### src/rtl/hdlc_tx_pkg.sv
package hdlc_tx_pkg;
  localparam int BYTE_W = 8;
  localparam int CRC_W  = 16;

  localparam logic [BYTE_W-1:0] PAT_FLAG  = 8'h7E;
  localparam logic [BYTE_W-1:0] PAT_ONES  = 8'hFF;
  localparam logic [BYTE_W-1:0] PAT_GOAHD = 8'h7F;

  localparam logic [1:0] FILL_FLAG  = 2'b00;
  localparam logic [1:0] FILL_IDLE  = 2'b01;
  localparam logic [1:0] FILL_GOAHD = 2'b10;

  typedef enum logic [2:0] {
    ST_FILL, ST_OPEN, ST_DATA, ST_FCS, ST_CLOSE, ST_ABORT
  } tx_state_e;

  // Pattern sent between frames for a given fill select.
  function automatic logic [BYTE_W-1:0] fill_pattern(input logic [1:0] sel);
    case (sel)
      FILL_IDLE:  return PAT_ONES;
      FILL_GOAHD: return PAT_GOAHD;
      default:    return PAT_FLAG;
    endcase
  endfunction

  // One serial step of a reflected CRC.
  function automatic logic [CRC_W-1:0] crc_bit_step(input logic [CRC_W-1:0] c,
                                                    input logic b,
                                                    input logic [CRC_W-1:0] poly);
    logic fb;
    fb = c[0] ^ b;
    return fb ? ((c >> 1) ^ poly) : (c >> 1);
  endfunction
endpackage

### src/rtl/hdlc_fcs_gen.sv
module hdlc_fcs_gen
  import hdlc_tx_pkg::*;
#(
  parameter logic [CRC_W-1:0] POLY = 16'h8408
) (
  input  logic             clk,
  input  logic             rst_n,
  input  logic             init,
  input  logic             shift,
  input  logic             din,
  output logic [CRC_W-1:0] crc_q
);
  always_ff @(posedge clk or negedge rst_n) begin
    if (!rst_n)     crc_q <= '1;
    else if (init)  crc_q <= '1;
    else if (shift) crc_q <= crc_bit_step(crc_q, din, POLY);
  end

  AST_PRESET_ON_INIT: assert property (@(posedge clk) disable iff (!rst_n)
    init |=> (crc_q == '1));
endmodule

### src/rtl/hdlc_zero_stuffer.sv
module hdlc_zero_stuffer #(
  parameter int RUN = 5
) (
  input  logic clk,
  input  logic rst_n,
  input  logic clear,
  input  logic advance,
  input  logic bit_val,
  input  logic stuff_take,
  output logic stuff_req
);
  localparam int ONES_W = $clog2(RUN + 1);

  logic [ONES_W-1:0] ones_q;

  always_ff @(posedge clk or negedge rst_n) begin
    if (!rst_n)          ones_q <= '0;
    else if (clear)      ones_q <= '0;
    else if (stuff_take) ones_q <= '0;
    else if (advance)    ones_q <= bit_val ? ones_q + 1'b1 : '0;
  end

  assign stuff_req = (ones_q == ONES_W'(RUN));

  AST_RUN_BOUNDED: assert property (@(posedge clk) disable iff (!rst_n)
    ones_q <= ONES_W'(RUN));
  AST_TAKE_RESTARTS: assert property (@(posedge clk) disable iff (!rst_n)
    stuff_take |=> (ones_q == '0));
endmodule

### src/rtl/hdlc_tx_framer.sv
module hdlc_tx_framer
  import hdlc_tx_pkg::*;
#(
  parameter int               STUFF_RUN = 5,
  parameter logic [CRC_W-1:0] CRC_POLY  = 16'h8408
) (
  input  logic              clk,
  input  logic              rst_n,
  input  logic              tx_enable,
  input  logic [1:0]        fill_sel,
  input  logic              bit_en,
  input  logic [BYTE_W-1:0] fifo_data,
  input  logic              fifo_eop,
  input  logic              fifo_abort,
  input  logic              fifo_empty,
  output logic              fifo_pop,
  output logic              tx_bit
);
  localparam int SH_W  = CRC_W;
  localparam int CNT_W = $clog2(SH_W + 1);

  tx_state_e        st_q, ld_st, cur_st;
  logic [SH_W-1:0]  sh_q, ld_sh, cur_sh;
  logic [CNT_W-1:0] cnt_q, ld_cnt, cur_cnt;
  logic             eop_q, tx_bit_q;
  logic             ld_take, ld_init;
  logic [CRC_W-1:0] crc_q;
  logic             stuff_req;

  // Named events for the checks and the helpers.
  logic stuffing_st, stuff_now, boundary, emit, out_bit, cur_stuffing;

  assign stuffing_st = (st_q == ST_DATA) || (st_q == ST_FCS);
  assign stuff_now   = bit_en && tx_enable && stuffing_st && stuff_req;
  assign boundary    = bit_en && tx_enable && !stuff_now && (cnt_q == '0);
  assign emit        = bit_en && tx_enable && !stuff_now;

  // Next unit chosen when the current one has run out.
  always_comb begin
    ld_st   = st_q;
    ld_sh   = sh_q;
    ld_cnt  = cnt_q;
    ld_take = 1'b0;
    ld_init = 1'b0;
    case (st_q)
      ST_OPEN, ST_DATA: begin
        if (st_q == ST_DATA && eop_q) begin
          ld_st  = ST_FCS;
          ld_sh  = ~crc_q;
          ld_cnt = CNT_W'(CRC_W);
        end else if (fifo_empty) begin
          ld_st  = ST_ABORT;
          ld_sh  = SH_W'(PAT_ONES);
          ld_cnt = CNT_W'(BYTE_W);
        end else begin
          ld_take = 1'b1;
          ld_cnt  = CNT_W'(BYTE_W);
          if (fifo_abort) begin
            ld_st = ST_ABORT;
            ld_sh = SH_W'(PAT_ONES);
          end else begin
            ld_st = ST_DATA;
            ld_sh = SH_W'(fifo_data);
          end
        end
      end
      ST_FCS: begin
        ld_st  = ST_CLOSE;
        ld_sh  = SH_W'(PAT_FLAG);
        ld_cnt = CNT_W'(BYTE_W);
      end
      default: begin
        ld_cnt = CNT_W'(BYTE_W);
        if (fill_sel != FILL_GOAHD && !fifo_empty) begin
          ld_st   = ST_OPEN;
          ld_sh   = SH_W'(PAT_FLAG);
          ld_init = 1'b1;
        end else begin
          ld_st = ST_FILL;
          ld_sh = SH_W'(fill_pattern(fill_sel));
        end
      end
    endcase
  end

  assign cur_st       = boundary ? ld_st  : st_q;
  assign cur_sh       = boundary ? ld_sh  : sh_q;
  assign cur_cnt      = boundary ? ld_cnt : cnt_q;
  assign out_bit      = cur_sh[0];
  assign cur_stuffing = (cur_st == ST_DATA) || (cur_st == ST_FCS);
  assign fifo_pop     = boundary && ld_take;

  always_ff @(posedge clk or negedge rst_n) begin
    if (!rst_n) begin
      st_q     <= ST_FILL;
      sh_q     <= '0;
      cnt_q    <= '0;
      eop_q    <= 1'b0;
      tx_bit_q <= 1'b1;
    end else if (bit_en) begin
      if (!tx_enable) begin
        st_q     <= ST_FILL;
        cnt_q    <= '0;
        eop_q    <= 1'b0;
        tx_bit_q <= 1'b1;
      end else if (stuff_now) begin
        tx_bit_q <= 1'b0;
      end else begin
        tx_bit_q <= out_bit;
        sh_q     <= cur_sh >> 1;
        cnt_q    <= cur_cnt - 1'b1;
        st_q     <= cur_st;
        if (boundary && ld_init)                eop_q <= 1'b0;
        else if (boundary && ld_take && !fifo_abort) eop_q <= fifo_eop;
      end
    end
  end

  assign tx_bit = tx_bit_q;

  hdlc_fcs_gen #(.POLY(CRC_POLY)) u_fcs (
    .clk   (clk),
    .rst_n (rst_n),
    .init  (boundary && ld_init),
    .shift (emit && cur_st == ST_DATA),
    .din   (out_bit),
    .crc_q (crc_q)
  );

  hdlc_zero_stuffer #(.RUN(STUFF_RUN)) u_stuff (
    .clk        (clk),
    .rst_n      (rst_n),
    .clear      ((emit && !cur_stuffing) || (bit_en && !tx_enable)),
    .advance    (emit && cur_stuffing),
    .bit_val    (out_bit),
    .stuff_take (stuff_now),
    .stuff_req  (stuff_req)
  );

  AST_HOLD_BETWEEN: assert property (@(posedge clk) disable iff (!rst_n)
    !bit_en |=> $stable(tx_bit));
  AST_STUFF_ZERO: assert property (@(posedge clk) disable iff (!rst_n)
    stuff_now |=> !tx_bit);
  AST_GOAHEAD_BLOCKS: assert property (@(posedge clk) disable iff (!rst_n)
    (fill_sel == FILL_GOAHD && st_q != ST_OPEN && st_q != ST_DATA) |-> !fifo_pop);
  AST_IDLE_WHEN_OFF: assert property (@(posedge clk) disable iff (!rst_n)
    (bit_en && !tx_enable) |=> tx_bit);
  AST_NO_POP_OFF: assert property (@(posedge clk) disable iff (!rst_n)
    !tx_enable |-> !fifo_pop);
  AST_POP_NOT_EMPTY: assert property (@(posedge clk) disable iff (!rst_n)
    fifo_pop |-> !fifo_empty);
endmodule

### config.mk
export PLATFORM = sky130hd
export DESIGN_NAME = hdlc_tx_framer
export DESIGN_NICKNAME = d
export VERILOG_FILES = /design/src/rtl/hdlc_tx_pkg.sv /design/src/rtl/hdlc_fcs_gen.sv /design/src/rtl/hdlc_zero_stuffer.sv /design/src/rtl/hdlc_tx_framer.sv
export SDC_FILE = /design/constraint.sdc
export NUM_CORES = 1
export LEC_CHECK = 0
export BUFFER_PORTS_ARGS = -buffer_cell sky130_fd_sc_hd__buf_2
export CAP_MARGIN = 20
export CORE_ASPECT_RATIO = 0.7
export CORE_UTILIZATION = 48
export DETAILED_ROUTE_END_ITERATION = 7
export PLACE_DENSITY = 0.73
export SETUP_SLACK_MARGIN = 0.1
export SLEW_MARGIN = 30
export SYNTH_ARGS = -nofsm -noshare
export SYNTH_HDL_FRONTEND = slang
export SYNTH_SLANG_ARGS = --single-unit
### constraint.sdc
create_clock -name clk -period 2.8 [get_ports clk]
set_input_delay 0.56 -clock clk [delete_from_list [all_inputs] [get_ports clk]]
set_output_delay 0.56 -clock clk [all_outputs]
set_load 0.05 [all_outputs]
==> metrics <==
maximum number of pins on one net before global-route repair 45; kind of path behind the tightest hold check in -> async; signal arrival time at the worst endpoint 1970 ps; TritonCTS clock tree done; share of synthesized cell area in full adder, half adder and majority cells 2.641%; delay of the slowest cell on the worst path 400 ps; clock transition at the registers of the reported paths 80 ps; number of global-route vias before repair 1714; Final GP Congestion 0.8282; ratio of cells with drive above 1 in the final layout 21.17%; number of cells traversed by the worst register-to-register path 9; DIE HEIGHT 60.77 um; antenna violations before repair 0; switch share 35.15%; # fillers 401; number of buffer and inverter stages on the critical path 2; number of H-tree levels 2; post-route fraction of the period consumed by the critical path 90.19%; critical path depth 6; x dimension of the die 85.96 um; Gate power share 31.8%; slowest stage cell, crit path dfrtp_1; clock root cell clkbuf_8; post-synth cell types 46; count of clock tree sinks 44; Int Power 1.364 mW; Initial Utilization 52.29%; Core Rows 20; mean number of vias per cell 5.594; iteration-0 DRC count of the detailed router 135; worst-margin pin slew 593.8 ps; buffer count from post-CTS setup fixing 0; setup repair after global routing missed its margin no; count of hold-fix buffers inserted at cts 0; count of flip-flops with a built-in enable after synthesis 0; clock period minus worst slack 2525 ps; Syn Std Cell Area 2369 um2; dominant combinational cell family by area after synthesis compound AO/OA/AOI/OAI gates; final cell count without fillers 340; post-synthesis sequential element count 44; global-route wire length before repair 8.383 mm; number of antenna-violating nets in the routed design 0; Synth Area in Compound Gates 20.50%; final layout net count 295; leading cell types by total area after synthesis dfrtp_1 (29%), dfstp_2 (19%), nand2_1 (7.4%), mux2i_1 (5.9%), o21ai_0 (5.5%); Cells after Synth 253; number of buffers inserted by port buffering 18; CTS buffer count 5; net count after synthesis 275; detailed-route DRC error count 0; number of warnings printed during yosys synthesis 0; WL per Instance 14.89 um; total setup violations reported at the end of the flow 0; cell taking the most area after synthesis dfrtp_1; class of the most critical setup path reg -> out; reported leakage power 1.204 nW; Fin. Hold Viols 0; area delta synth->final 12.15%; portion of netlist area occupied by mux cells 5.917%; net switching power figure 0.7396 mW; final worst clock skew 7.748 ps; max frequency 396.0 MHz; kind of cell with the highest combined delay on the critical path simple AND/OR/NAND/NOR gates; Syn Area/Cell 9.362 um2; capturing element type of the critical path output pin; sequential share of power 49.5%; count of antenna diodes in the layout 0; max cap viols 0; Critical path destination fifo_pop; crit path from cnt_q[1]; global-route total usage across every layer 21.56%; Clk Latency, worst-skew pair 300 ps; outcome complete, no violations; most instantiated library cell after synthesis nand2_1; startpoint class of the critical path flop; Synth top area share 28.53%; core box area 4529 um2; Data required, critical path 2240 ps; sequential share of the synthesized area 47.39%; relative slew slack 60.15%; critical path, cell by cell inv_1 > ha_1 > nor4b_4 > nand3_4 > nor4_2 > clkbuf_4; share of async-settable or async-resettable flops after synthesis 100.0%; total vias in the final route 1902; number of search-and-repair iterations in the first detailed-routing pass 4; critical path peak fanout 8; post-detailed-placement half-perimeter wirelength 3.615 mm; Main synth FF type dfrtp_1; fraction of power consumed by the clock network 18.7%; Post-synth top cells nand2_1 (47), dfrtp_1 (27), o21ai_0 (26); die footprint 5224 um2; simple-gate share of the synthesized area 17.64%; VDD IR max 0.4023 mV; flop-to-flop setup slack 370 ps; total routed wirelength 5.062 mm; final-report max-slew violation count 0; r2r endpoint u_stuff.ones_q[2]; grt ovf 0; area share of xor/xnor cells in the synthesized design 1.109%; cell count after placement 332; I/O Pins 19; FF-to-FF Start cnt_q[1]; deepest clock path buffer count 2; Setup Total Neg Slack 0 ps; Power Dens Cells 792.1 nW/um2
==> cells by family (layout without fill, tap and decap cells) <==
family	Yosys count	in the layout
and+or+nand+nor	88	88
AOI/OAI and AO/OA	74	74
DFF	44	44
buffers and inverters	25	46
muxes	14	14
adders and majority gates	5	5
xor gates and xnor gates	3	3
==> power groups by stage <==
stage | Combinational (mW) | Sequential [mW] | Clock (mW)
after CTS | 0.666 | 1.04 | 0.400
after detailed placement | 0.659 | 1.05 | 0
after global placement | 0.643 | 1.05 | 0
final | 0.670 | 1.04 | 0.394
after global routing | 0.743 | 1.07 | 0.424
after floorplan | 0.518 | 1.00 | 0
==> metal layers <==
| layer | vias to the layer above | routed length [um] | GRT usage (%) |
|---|---|---|---|
| met5 | - | 0 | 0 |
| met3 | 5 | 340 | 5.034 |
| li1 | 942 | - | - |
| met2 | 49 | 2083 | 30.27 |
| met1 | 906 | 2604 | 33.10 |
| met4 | 0 | 34 | 6.190 |
==> sequential cells by signal, summed over array words and instances, names as in the netlist <==
name and flops:
u_stuff.ones_q 3, tx_bit 1, cnt_q 5, sh_q 15
st_q 3, u_fcs.crc_q 16, eop_q 1
==> worst min-delay path by stage <==
| stage | startpoint | endpoint | slack (ps) |
|---|---|---|---|
| floorplan | rst_n | cnt_q[0] | 260 |
| global placement | sh_q[9] | sh_q[9] | 470 |
| detailed placement | sh_q[14] | sh_q[14] | 470 |
| CTS | rst_n | sh_q[14] | 440 |
| global route | rst_n | sh_q[12] | 280 |
| finish | rst_n | sh_q[12] | 240 |
==> repair_timing <==
item / 4_1_cts / 5_1_grt
endpoints found under the hold margin: 0 / 0
endpoints found under the setup margin: 0 / 1
resized for setup: 0 / 2
==> stage by stage <==
step | worst slack, ps | util (%) | area, um2 | power (mW) | hold slack [ps]
after detailed placement | 415.5 | 56.49 | 2559 | 1.707 | 471.2
after global placement | 464.1 | 56.49 | 2559 | 1.689 | 467.2
after global routing | 97.25 | 58.65 | 2656 | 2.232 | 278.1
final | 274.7 | 58.65 | 2656 | 2.104 | 235.3
after floorplan | 176.7 | - | 2375 | 1.523 | 264.4
after CTS | 211.8 | 58.37 | 2644 | 2.105 | 442.7
==> cells in the final DEF, fill, tap and decap left out, drive strengths merged, types with 2 or more instances in the layout <==
master and n:
a22o 2, o21ai 27, a31oi 4, inv 11, o21a 3, dfstp 17
o22ai 2, ha 5, nor2 17, nor3 4, xnor2 2, nand2 47
nand3b 3, nor2b 4, o2111ai 2, a211oi 3, buf 26, a21oi 13
o31ai 2, o221ai 6, mux2i 14, o211ai 4, nand3 3, dfrtp 27
and2 2, clkbuf 8, or2 2
==> layout make-up <==
cell class | instances | area [um2] | share of cell area [%]
Timing Repair Buffer | 27 | 175.2 | 6.594
Tap cell | 66 | 82.58 | 3.109
Sequential cell | 44 | 1122 | 42.25
Multi-Input combinational cell | 184 | 1150 | 43.29
Inverter | 11 | 41.29 | 1.554
Clock buffer | 7 | 76.32 | 2.873
Clock inverter | 1 | 8.758 | 0.3297
Power figures use the tool's default switching activity.
